==> config.mk <==
export PLATFORM = sky130hd
export DESIGN_NAME = ready_edge_irq
export DESIGN_NICKNAME = d
export VERILOG_FILES = /design/src/rtl/rdyint_pkg.sv /design/src/rtl/rdyint_rb_sync.sv /design/src/rtl/rdyint_regs.sv /design/src/rtl/ready_edge_irq.sv
export SDC_FILE = /design/constraint.sdc
export NUM_CORES = 1
export LEC_CHECK = 0
export BUFFER_PORTS_ARGS = -buffer_cell sky130_fd_sc_hd__buf_2
export CAP_MARGIN = 20
export CORE_MARGIN = 4
export CORE_UTILIZATION = 41
export DETAILED_ROUTE_END_ITERATION = 8
export PLACE_DENSITY = 0.71
export SETUP_SLACK_MARGIN = 0.4
export SLEW_MARGIN = 15
export SYNTH_ARGS = -nofsm -noshare
export SYNTH_HDL_FRONTEND = slang
export SYNTH_HIERARCHICAL = 1
export SYNTH_SLANG_ARGS = --single-unit
export TNS_END_PERCENT = 30
==> constraint.sdc <==
create_clock -name clk -period 0.9 [get_ports clk]
set_input_delay 0.09 -clock clk [delete_from_list [all_inputs] [get_ports clk]]
set_output_delay 0.09 -clock clk [all_outputs]
set_load 0.05 [all_outputs]
==> src/rtl/rdyint_pkg.sv <==
package rdyint_pkg;
    localparam int DATA_W  = 8;
    localparam int NUM_SRC = 4;
    localparam int SYNC_N  = 2;

    typedef enum logic {
        ADDR_STAT = 1'b0,
        ADDR_MASK = 1'b1
    } reg_addr_e;
endpackage

==> src/rtl/rdyint_rb_sync.sv <==
module rdyint_rb_sync #(
    parameter int STAGES = 2
) (
    input  logic clk,
    input  logic rst_n,
    input  logic rb_n_i,
    output logic busy_o,
    output logic rise_o
);
    localparam int TOP = STAGES - 1;

    typedef struct packed {
        logic [STAGES-1:0] chain;
        logic              prev;
    } sync_t;

    sync_t s_d, s_q;

    always_comb begin
        s_d       = s_q;
        s_d.chain = {s_q.chain[STAGES-2:0], rb_n_i};
        s_d.prev  = s_q.chain[TOP];
    end

    always_ff @(posedge clk or negedge rst_n) begin
        if (!rst_n) begin
            s_q <= '1;              // start in the ready state
        end else begin
            s_q <= s_d;
        end
    end

    assign rise_o = s_q.chain[TOP] & ~s_q.prev;
    assign busy_o = ~s_q.chain[TOP];

    // the edge detector emits a single-cycle pulse
    p_rise_pulse_r1: assert property (@(posedge clk) disable iff (!rst_n)
        rise_o |=> !rise_o);
endmodule

==> src/rtl/rdyint_regs.sv <==
module rdyint_regs
    import rdyint_pkg::*;
#(
    parameter int NSRC = NUM_SRC,
    parameter int DW   = DATA_W
) (
    input  logic            clk,
    input  logic            rst_n,
    input  logic [NSRC-1:0] event_i,
    input  logic            busy_i,
    input  logic            wr_en_i,
    input  logic            addr_i,
    input  logic [DW-1:0]   wdata_i,
    output logic [DW-1:0]   rdata_o,
    output logic            irq_o
);
    localparam int PAD = DW - 1 - NSRC;

    typedef struct packed {
        logic [NSRC-1:0] stat;
        logic            gen_en;
        logic [NSRC-1:0] src_en;
    } regs_t;

    regs_t           r_d, r_q;
    logic            stat_wr;
    logic            mask_wr;
    logic [NSRC-1:0] clr;
    logic            unused_wdata;

    assign unused_wdata = ^wdata_i[DW-2:NSRC];

    always_comb begin
        r_d     = r_q;
        stat_wr = wr_en_i && (addr_i == ADDR_STAT);
        mask_wr = wr_en_i && (addr_i == ADDR_MASK);
        clr     = stat_wr ? wdata_i[NSRC-1:0] : '0;
        // an incoming event wins over a clear in the same cycle
        r_d.stat = (r_q.stat & ~clr) | event_i;
        if (mask_wr) begin
            r_d.gen_en = wdata_i[DW-1];
            r_d.src_en = wdata_i[NSRC-1:0];
        end
    end

    always_ff @(posedge clk or negedge rst_n) begin
        if (!rst_n) begin
            r_q <= '0;
        end else begin
            r_q <= r_d;
        end
    end

    assign irq_o = r_q.gen_en && (|(r_q.stat & r_q.src_en));

    always_comb begin
        if (addr_i == ADDR_STAT) begin
            rdata_o = {busy_i, {PAD{1'b0}}, r_q.stat};
        end else begin
            rdata_o = {r_q.gen_en, {PAD{1'b0}}, r_q.src_en};
        end
    end

    // an event is always recorded, even against a clear
    p_set_wins_r5: assert property (@(posedge clk) disable iff (!rst_n)
        event_i[0] |=> r_q.stat[0]);

    // a clear with no competing event empties the bit
    p_clear_r4: assert property (@(posedge clk) disable iff (!rst_n)
        (wr_en_i && addr_i == ADDR_STAT && wdata_i[0] && !event_i[0]) |=> !r_q.stat[0]);

    // status holds without a write or an event
    p_hold_r4: assert property (@(posedge clk) disable iff (!rst_n)
        (!wr_en_i && event_i == '0) |=> $stable(r_q.stat));

    // a zero mask write drops the interrupt at once
    p_mask_off_r7: assert property (@(posedge clk) disable iff (!rst_n)
        (wr_en_i && addr_i == ADDR_MASK && wdata_i == '0) |=> !irq_o);
endmodule

==> src/rtl/ready_edge_irq.sv <==
module ready_edge_irq
    import rdyint_pkg::*;
(
    input  logic              clk,
    input  logic              rst_n,
    input  logic              rb_n_i,
    input  logic              reg_wr_i,
    input  logic              reg_addr_i,
    input  logic [DATA_W-1:0] reg_wdata_i,
    output logic [DATA_W-1:0] reg_rdata_o,
    output logic              irq_o
);
    logic               busy;
    logic               rise;
    logic [NUM_SRC-1:0] events;

    rdyint_rb_sync #(.STAGES(SYNC_N)) u_sync (
        .clk    (clk),
        .rst_n  (rst_n),
        .rb_n_i (rb_n_i),
        .busy_o (busy),
        .rise_o (rise)
    );

    // only bit 0 has a source; the rest stay empty
    assign events = {{(NUM_SRC-1){1'b0}}, rise};

    rdyint_regs #(.NSRC(NUM_SRC), .DW(DATA_W)) u_regs (
        .clk     (clk),
        .rst_n   (rst_n),
        .event_i (events),
        .busy_i  (busy),
        .wr_en_i (reg_wr_i),
        .addr_i  (reg_addr_i),
        .wdata_i (reg_wdata_i),
        .rdata_o (reg_rdata_o),
        .irq_o   (irq_o)
    );
endmodule

==> qor.txt, run 1 <==
CP required -> 0.81 ns
CP max FO -> 2
Most common flop cell mapped by yosys -> dfrtp_1
Fin. max-slew vios -> 0
CP arrival -> 1.24 ns
Pwr/cell area -> 1830 nW/um^2
Max_cap viols -> 0
Initial Util -> 44.3%
Core ar. -> 1320 um^2
WL final -> 1.05 mm
Setup TNS -> -2.28 ns
Final #Nets -> 83
Final hold vios -> 13
Sequential share of the synthesized area -> 52.0%
Most numerous cell in the Yosys netlist -> dfrtp_1
Fillcell total -> 106
Area Growth Syn to Fin -> 43.5%
Worst IR Drop VDD -> 0.000916 V
Gr ovfl total -> 0
Avg Vias per Cell -> 4.80
Multi-input logic area -> 298 um^2
Avg Inst Size Synth -> 13.9 um^2
TritonCTS clock tree -> done
Clk root buf -> clkbuf_4
Initial DRC count -> 3
Critical path class -> reg -> out
Gate power share -> 36.3%
First-pass GRT wire length -> 1.84 mm
Clk Latency, worst-skew pair -> 0.26 ns
DIE HEIGHT -> 45.8 um
Min-delay worst type -> in -> async
Antenna violation net count after detailed routing -> 0
Vias in the first global route -> 437
Power Total -> 1.53 mW
Die ar. -> 2090 um^2
Failing checks -> hold timing, setup timing
Leak pwr -> 0.413 nW
Sequential cell fraction of total power -> 42.0%
Num CTS Buffers -> 3
Post-synth top cells -> dfrtp_1 (9), mux2_2 (5), mux2_4 (5)
Critical Path End Type -> primary output
Unrepaired setup endpoints after global routing -> true
Clock power frac -> 21.7%
Minimum clock period -> 1.33 ns
Area of the mapped netlist -> 584 um^2
Yosys reg bits -> 12
Psw -> 0.486 mW
GRT Total Usage -> 12.8%
Final period util -> 147%
Drt wl/cell -> 12.5 um
Mapped Cells -> 42
Pre-antenna DRT Iters -> 3
CP Launch Type -> flop
Vias -> 403
Layout Skew -> 0.0000876 ns
DRC -> 0
Final setup viols -> 9
Hold slack -> -0.315 ns
Final RePlAce weighted congestion -> 0.697
Die X-Extent -> 45.8 um
Initial antenna violation count -> 0
Switching share of power -> 31.7%
Ys Warns -> 6
Outcome -> complete, but fails checks
Asr flop ratio synth -> 100%
Share of cells above drive strength 1 -> 63.8%
IO Port Bufs -> 15
Num ports -> 22
Post-synth EDFFs -> 0
Fmax -> 754 MHz
Clock Tree Buf Depth -> 2
Yosys cell types -> 13
Clock sink count -> 12
Row cnt -> 13
Internal power -> 1.05 mW
Worst setup margin -> -0.426 ns
Antenna cell count -> 0
Largest net degree at the start of global routing -> 13
Reg clk slew, reported paths -> 0.07 ns
Reg area -> 304 um^2
Post-synth top area share -> 38.5%
# H-tree levels -> 1
Cell accounting for the most synthesized area -> dfrtp_1
Top cells by area, synth -> dfrtp_1 (39%), dfstp_2 (13%), mux2_4 (13%)
power by group through the flow:
stage | combinational [mW] | sequential [mW] | clock [mW]
after global routing | 0.589 | 0.652 | 0.386
after detailed placement | 0.441 | 0.646 | 0
after global placement | 0.438 | 0.643 | 0
after CTS | 0.543 | 0.641 | 0.340
after floorplan | 0.356 | 0.636 | 0
final | 0.556 | 0.645 | 0.333
worst max-delay path, stage by stage (launching register included):
cell     delay [ns]
dfstp_2        0.53
inv_1          0.03
mux2_4         0.26
buf_6          0.15
cell type report:
class	count	share of cell area, %
Clock buffer	4	3.13
Inverter	1	0.448
Multi-Input combinational cell	29	35.5
Sequential cell	12	36.3
Tap cell	15	2.24
Timing Repair Buffer	23	22.4
registers in the layout (all words and copies together), names as in the netlist:
signal / count
u_sync/s_q: 1
u_sync/s_d: 2
u_regs/r_q: 9
through the flow:
stage	setup WS, ns	instances	area, um^2	hold slack [ns]	utilization [%]
floorplan	-0.0809	46	626	-0.206	-
global placement	-0.189	75	712	-0.0227	54.0
detailed placement	-0.190	75	712	-0.0213	54.0
CTS	-0.431	82	820	-0.306	62.2
global route	-0.478	84	838	-0.324	63.6
finish	-0.426	84	838	-0.315	63.6
layout by cell type, fill, tap and decap left out:
cell type / instances
a21boi_4: 1
a21o_1: 4
a22oi_2: 2
buf_2: 9
buf_4: 5
buf_6: 8
buf_8: 1
clkbuf_1: 1
clkbuf_4: 3
conb_1: 6
dfrtp_1: 9
dfstp_2: 3
inv_1: 1
mux2_2: 1
mux2_4: 9
nand2_4: 1
nand3b_1: 4
nor2b_4: 1
cell families after synthesis:
logic type / after synthesis / share of synthesized area [%]
multiplexers: 10 / 22.5
other: 2 / 1.29
flip-flops: 12 / 52.0
buffers and inverters: 5 / 5.78
AO/OA/AOI/OAI: 7 / 8.99
AND/OR/NAND/NOR: 6 / 9.42
per-layer routing:
layer / vias to the layer above / wire length, um / GRT usage [%]
met3: 0 / 117 / 5.53
met4: 0 / 0 / 5.11
met2: 17 / 507 / 21.7
li1: 193 / - / -
met1: 193 / 423 / 13.8
met5: - / 0 / 0
final timing paths:
kind,startpoint,endpoint,slack [ns],cells past startpoint
min in group clk,rb_n_i,u_sync/s_d[2]$_DFF_PN1_,-0.08,1
max,u_sync/s_d[0]$_DFF_PN1_,reg_rdata_o[7],-0.43,3
min reg2reg,u_sync/s_d[2]$_DFF_PN1_,u_sync/s_d[0]$_DFF_PN1_,0.36,0
min,rst_n,u_regs/r_q[2]$_DFFE_PN0P_,-0.32,1
max in group asynchronous,rst_n,u_sync/s_d[2]$_DFF_PN1_,0.95,1
max reg2reg,u_regs/r_q[1]$_DFFE_PN0P_,u_regs/r_q[1]$_DFFE_PN0P_,-0.17,4
repair_timing:
item,4_1_cts,5_1_grt
resized for setup,17,1
endpoints found under the setup margin,17,17
buffers inserted,3,2
endpoints found under the hold margin,13,13
pin swaps,4,3
No activity file was read; power rests on OpenSTA's default activity.
==> run 2, diff against run 1 <==
Settings changed: ABC_AREA from default to 1.
Clock period 0.9 ns to 1.2 ns, I/O delays scaled along.
==> qor.txt, run 2 <==
Outcome -> complete, but fails checks (unchanged)
Failing checks -> setup timing (was hold timing, setup timing)
Clock Tree Buf Depth -> 2 (unchanged)
Reg2reg start -> u_sync/s_d[0]$_DFF_PN1_ (was u_regs/r_q[1]$_DFFE_PN0P_)
Final hold vios -> 0 (was 13)
Sequential share of the synthesized area -> 50.6% (was 52.0%)
Pwr/cell area -> 1390 nW/um^2 (was 1830 nW/um^2)
DP Area -> 689 um^2 (was 712 um^2)
Post-synth top cells -> nand2_1 (35), dfrtp_1 (9), nand3_1 (8) (was dfrtp_1 (9), mux2_2 (5), mux2_4 (5))
Most common cell after layout, fill and taps aside -> nand2_1
Pre-CTS WS -> 0.158 ns (was -0.190 ns)
Min-delay worst type -> in -> reg (was in -> async)
Area of the mapped netlist -> 601 um^2 (was 584 um^2)
CP arrival -> 1.13 ns (was 1.24 ns)
Sequential cell fraction of total power -> 41.3% (was 42.0%)
Num CTS Buffers -> 3 (unchanged)
Vias in the first global route -> 476 (was 437)
Fmax -> 800 MHz
Most common flop cell mapped by yosys -> dfrtp_1 (unchanged)
TritonCTS clock tree -> done (unchanged)
Mapped Cells -> 76 (was 42)
Layout Skew -> 0.0000422 ns (was 0.0000876 ns)
IO Port Bufs -> 15 (unchanged)
Yosys reg bits -> 12 (unchanged)
Most numerous cell in the Yosys netlist -> nand2_1 (was dfrtp_1)
Gr ovfl total -> 0 (unchanged)
Clock sink count -> 12 (unchanged)
Critical Path End Type -> primary output (unchanged)
Critical R2R Capture -> u_regs/r_q[5]$_DFF_PN0_ (was u_regs/r_q[1]$_DFFE_PN0P_)
Pre-antenna DRT Iters -> 4 (was 3)
Num ports -> 22 (unchanged)
Initial DRC count -> 8 (was 3)
Avg Inst Size Synth -> 7.90 um^2 (was 13.9 um^2)
Final core occ -> 60.6% (was 63.6%)
Flop2flop setup slack -> 0.40 ns (was -0.17 ns)
Initial antenna violation count -> 0 (unchanged)
DRC -> 0 (unchanged)
Switching share of power -> 33.2% (was 31.7%)
Endpoint, Worst Hold -> u_regs/r_q[0]$_DFFE_PN0P_
Area Growth Syn to Fin -> 34.6% (was 43.5%)
Final #Nets -> 113 (was 83)
Placed cells -> 105 (was 75)
Antenna cell count -> 0 (unchanged)
Worst r2r path cells -> 4 (unchanged)
Share of cells above drive strength 1 -> 35.4% (was 63.8%)
Final RePlAce weighted congestion -> 0.735 (was 0.697)
Cell accounting for the most synthesized area -> dfrtp_1 (unchanged)
Worst IR Drop VDD -> 0.000883 V (was 0.000916 V)
First-pass GRT wire length -> 1.93 mm (was 1.84 mm)
Leak pwr -> 0.430 nW (was 0.413 nW)
Post-synth top area share -> 37.5% (was 38.5%)
Final Cell Area -> 808 um^2 (was 838 um^2)
Psw -> 0.374 mW (was 0.486 mW)
Most frequent cells in the layout -> nand2_1 (34), buf_2 (9), dfrtp_1 (9) (was buf_2 (9), mux2_4 (9), dfrtp_1 (9))
Critical path class -> reg -> out (unchanged)
Unrepaired setup endpoints after global routing -> true (unchanged)
CP Launch Type -> flop (unchanged)
Die X-Extent -> 46.3 um (was 45.8 um)
Post-synth EDFFs -> 0 (unchanged)
Row cnt -> 13 (unchanged)
Ys Warns -> 6 (unchanged)
Fin. max-slew vios -> 0 (unchanged)
DIE HEIGHT -> 46.3 um (was 45.8 um)
Yosys cell types -> 15 (was 13)
# H-tree levels -> 1 (unchanged)
Worst setup margin -> -0.0504 ns (was -0.426 ns)
CP max FO -> 2 (unchanged)
Final setup viols -> 2 (was 9)
Biggest register -> u_regs/r_q (unchanged)
Clk Latency, worst-skew pair -> 0.27 ns (was 0.26 ns)
Post-Layout Cell Count -> 114 (was 84)
CP required -> 1.08 ns (was 0.81 ns)
Antenna violation net count after detailed routing -> 0 (unchanged)
Max_cap viols -> 0 (unchanged)
Gate power share -> 30.8% (was 36.3%)
Reg clk slew, reported paths -> 0.08 ns (was 0.07 ns)
Die ar. -> 2140 um^2 (was 2090 um^2)
Core ar. -> 1330 um^2 (was 1320 um^2)
Avg Vias per Cell -> 4.51 (was 4.80)
Asr flop ratio synth -> 100% (unchanged)
Initial Util -> 45.0% (was 44.3%)
Clock power frac -> 27.9% (was 21.7%)
Hold Path Cell Cnt -> 3
Internal power -> 0.751 mW (was 1.05 mW)
Hold_sp -> reg_wdata_i[0]
Post-detail-place hpwl -> 813 um
Drt wl/cell -> 10.1 um (was 12.5 um)
Largest net degree at the start of global routing -> 13 (unchanged)
Max FFs per register -> 9 (unchanged)
Final period util -> 104%
WL final -> 1.15 mm (was 1.05 mm)
Vias -> 514 (was 403)
Clk root buf -> clkbuf_4 (unchanged)
Top cells by area, synth -> dfrtp_1 (38%), nand2_1 (22%), dfstp_2 (13%) (was dfrtp_1 (39%), dfstp_2 (13%), mux2_4 (13%))
GRT Total Usage -> 12.9% (was 12.8%)
Minimum clock period -> 1.25 ns
## run 2: worst max-delay path: stages (launching register included)
cell and delay, ns:
dfstp_2 0.54, inv_2 0.04, nand2_2 0.08, o21ai_4 0.05, buf_6 0.15
## run 2: cell type report
| class | count | area (um^2) |
|---|---|---|
| Tap cell | 15 | 18.8 |
| Multi-Input combinational cell | 56 | 263 |
| Clock buffer | 4 | 36.3 |
| Sequential cell | 12 | 304 |
| Fill cell | 129 | 526 |
| Inverter | 7 | 31.3 |
| Timing Repair Buffer | 20 | 155 |
## run 2: worst max-delay path by stage
stage	start	to	slack, ns	cells after the start
finish	u_sync/s_d[0]$_DFF_PN1_	reg_rdata_o[7]	-0.05	4
global placement	u_regs/r_q[6]$_DFF_PN0_	irq_o	0.17	5
global route	u_regs/r_q[0]$_DFFE_PN0P_	irq_o	-0.13	5
CTS	u_regs/r_q[8]$_DFF_PN0_	irq_o	-0.06	5
detailed placement	u_regs/r_q[3]$_DFFE_PN0P_	irq_o	0.16	5
floorplan	u_regs/r_q[1]$_DFFE_PN0P_	irq_o	0.32	4
## run 2: power by group through the flow
stage	combinational, mW	sequential, mW	clock (mW)
finish	0.346	0.465	0.314
global route	0.375	0.470	0.339
CTS	0.336	0.465	0.324
detailed placement	0.283	0.474	0
global placement	0.279	0.471	0
floorplan	0.234	0.469	0
## run 2: through the flow
step	setup TNS (ns)	hold WS [ns]	power, mW
floorplan	0	-0.176	0.703
global placement	0	0.00712	0.750
detailed placement	0	0.0101	0.756
CTS	-0.126	0.0961	1.12
global route	-0.288	0.113	1.18
finish	-0.0937	0.103	1.12
## run 2: repair_timing
action,CTS,global route
setup buffers,1,2
setup endpoints to repair,6,7
resized for setup,13,0
pin swaps,8,7
hold buffers,2,0
endpoints found under the hold margin,13,0
## run 2: logic make-up after synthesis
kind of cell | after synthesis | share of synthesized area, %
AO/OA/AOI/OAI | 2 | 2.29
buffers and inverters | 12 | 12.1
flip-flops | 12 | 50.6
other | 2 | 1.25
AND/OR/NAND/NOR | 48 | 33.8
## run 2: metal layers
metal	part of all wire, %	global-route usage [%]	wire (um)	up-vias
li1	-	-	-	269
met3	6.1	2.34	70	2
met4	0.35	6.82	4	0
met5	0	0	0	-
met2	47	19.2	541	21
met1	46	17.4	532	222
==> run 3, diff against run 2 <==
Settings changed: CORE_MARGIN 4 to default, REMOVE_ABC_BUFFERS from default to 1.
==> qor.txt, run 3 (synthesis gave the netlist of run 2 again) <==
Outcome -> complete, but fails checks (unchanged)
Failing checks -> setup timing (unchanged)
Final setup viols -> 2 (unchanged)
Critical R2R Capture -> u_regs/r_q[5]$_DFF_PN0_ (unchanged)
Min-delay worst type -> in -> reg (unchanged)
Layout Skew -> 0.000108 ns (was 0.0000422 ns)
Largest net degree at the start of global routing -> 13 (unchanged)
Initial Util -> 45.0% (unchanged)
Reg2reg start -> u_sync/s_d[0]$_DFF_PN1_ (unchanged)
Gr ovfl total -> 0 (unchanged)
Post-detail-place hpwl -> 730 um (was 813 um)
Max FFs per register -> 9 (unchanged)
Flop2flop setup slack -> 0.42 ns (was 0.40 ns)
Gate power share -> 29.9% (was 30.8%)
Pwr/cell area -> 1360 nW/um^2 (was 1390 nW/um^2)
Antenna violation net count after detailed routing -> 0 (unchanged)
Share of cells above drive strength 1 -> 28.9% (was 35.4%)
Avg Vias per Cell -> 4.53 (was 4.51)
CP Launch Type -> flop (unchanged)
Hold slack -> 0.0915 ns (was 0.103 ns)
Most frequent cells in the layout -> nand2_1 (35), buf_2 (9), dfrtp_1 (9) (was nand2_1 (34), buf_2 (9), dfrtp_1 (9))
Biggest register -> u_regs/r_q (unchanged)
Antenna cell count -> 0 (unchanged)
Area Growth Syn to Fin -> 26.5% (was 34.6%)
Clock sink count -> 12 (unchanged)
Crit. path cell count -> 5 (was 4)
Vias -> 507 (was 514)
Leak pwr -> 0.410 nW (was 0.430 nW)
Clk Latency, worst-skew pair -> 0.26 ns (was 0.27 ns)
Unrepaired setup endpoints after global routing -> true (unchanged)
TritonCTS clock tree -> done (unchanged)
Final RePlAce weighted congestion -> 0.693 (was 0.735)
CP max FO -> 3 (was 2)
Row cnt -> 13 (unchanged)
Clock Tree Buf Depth -> 2 (unchanged)
First-pass GRT wire length -> 1.48 mm (was 1.93 mm)
Fin. max-slew vios -> 0 (unchanged)
Final hold vios -> 0 (unchanged)
CP arrival -> 1.11 ns (was 1.13 ns)
Vias in the first global route -> 368 (was 476)
Psw -> 0.358 mW (was 0.374 mW)
Sequential cell fraction of total power -> 45.0% (was 41.3%)
GRT Total Usage -> 14.7% (was 12.9%)
Drt wl/cell -> 9.26 um (was 10.1 um)
WL final -> 1.04 mm (was 1.15 mm)
CP required -> 1.08 ns (about the same)
Num CTS Buffers -> 3 (unchanged)
Power Total -> 1.04 mW (was 1.12 mW)
Cell family with most CP delay -> flip-flops (unchanged)
Internal power -> 0.678 mW (was 0.751 mW)
Buf/Inv on CP -> 1 (was 2)
Clk root buf -> clkbuf_4 (unchanged)
Placed cells -> 105 (unchanged)
# H-tree levels -> 1 (unchanged)
Critical Path End Type -> primary output (unchanged)
IO Port Bufs -> 15 (unchanged)
Hold_sp -> reg_wdata_i[3] (was reg_wdata_i[0])
Final #Nets -> 111 (was 113)
DRC -> 0 (unchanged)
Pre-CTS WS -> 0.221 ns (was 0.158 ns)
Initial DRC count -> 5 (was 8)
Most common cell after layout, fill and taps aside -> nand2_1 (unchanged)
Switching share of power -> 34.5% (was 33.2%)
Pre-antenna DRT Iters -> 4 (unchanged)
Reg clk slew, reported paths -> 0.08 ns (about the same)
Critical path class -> reg -> out (unchanged)
Fmax -> 816 MHz (was 800 MHz)
Fillcell total -> 131 (was 129)
Core ar. -> 1330 um^2 (unchanged)
Clock power frac -> 25.1% (was 27.9%)
Hold Path Cell Cnt -> 3 (unchanged)
Minimum clock period -> 1.23 ns (was 1.25 ns)
CP peak stage delay -> 0.40 ns (was 0.54 ns)
Worst setup margin -> -0.0260 ns (was -0.0504 ns)
Num ports -> 22 (unchanged)
Endpoint, Worst Hold -> u_regs/r_q[3]$_DFFE_PN0P_ (was u_regs/r_q[0]$_DFFE_PN0P_)
DIE HEIGHT -> 40.3 um (was 46.3 um)
Die ar. -> 1620 um^2 (was 2140 um^2)
Post-Layout Cell Count -> 112 (was 114)
Max_cap viols -> 0 (unchanged)
Die X-Extent -> 40.3 um (was 46.3 um)
Worst r2r path cells -> 4 (unchanged)
CP Cell Sequence -> nand2_1 -> nand2_1 -> nor2_1 -> nor2_1 -> buf_6 (was inv_2 -> nand2_2 -> o21ai_4 -> buf_6)
Worst IR Drop VDD -> 0.000758 V (was 0.000883 V)
Slowest cell on crit path -> dfrtp_1 (was dfstp_2)
Initial antenna violation count -> 0 (unchanged)
Final period util -> 102% (was 104%)
-- run 3: cell count changes in the layout (fill, tap and decap cells not counted), sizes merged --
cell,previous run,this run
buf,18,16
-- run 3: what timing repair did --
item / CTS / global route
hold endpoints to repair: 13 / 0
setup endpoints to repair: 6 / 7
resized for setup: 12 / 0
hold buffers: 2 / 0
setup buffers: 1 / 0
pin swaps: 5 / 6
-- run 3: cell type report --
cell class                 count  area [um^2]  area share, %
clock buffer                   4         26.3           3.46
timing repair buffer          18          140           18.5
tap                           15         18.8           2.47
sequential                    12          304           40.0
inverter                       7         31.3           4.12
multi-input combinational     56          239           31.5
-- run 3: stage by stage --
stage	utilization [%]	cell area, um^2	TNS, ns
after detailed placement	50.1	668	0
after CTS	56.9	759	-0.0764
final	56.9	759	-0.0489
after global routing	56.9	759	-0.171
after floorplan	-	574	-0.0459
after global placement	50.1	668	0
-- run 3: worst reg2reg max path: cells and delay by family (launching register included) --
family	cells	cell delay (ns)
buffers and inverters	2	0.08
and+or+nand+nor	2	0.11
DFF	1	0.54
-- run 3: worst max path at each step --
stage | end | startpoint
floorplan | irq_o | u_regs/r_q[1]$_DFFE_PN0P_
global placement | reg_rdata_o[7] | u_sync/s_d[0]$_DFF_PN1_
detailed placement | reg_rdata_o[7] | u_sync/s_d[0]$_DFF_PN1_
CTS | irq_o | u_regs/r_q[7]$_DFF_PN0_
global route | irq_o | u_regs/r_q[7]$_DFF_PN0_
finish | irq_o | u_regs/r_q[1]$_DFFE_PN0P_
-- run 3: power groups by stage --
stage	registers [mW]	clock network (mW)	logic [mW]
6_report	0.466	0.259	0.310
4_1_cts	0.466	0.264	0.312
2_1_floorplan	0.469	0	0.195
5_1_grt	0.470	0.283	0.339
3_3_place_gp	0.473	0	0.261
3_5_place_dp	0.474	0	0.263
-- run 3: layer usage --
layer / up-vias / track usage, % / part of all wire [%]
met4: 0 / 12.5 / 1.4
met1: 220 / 19.2 / 47
met2: 21 / 20.2 / 45
met5: - / 0 / 0
met3: 2 / 3.33 / 6.5
li1: 264 / - / -
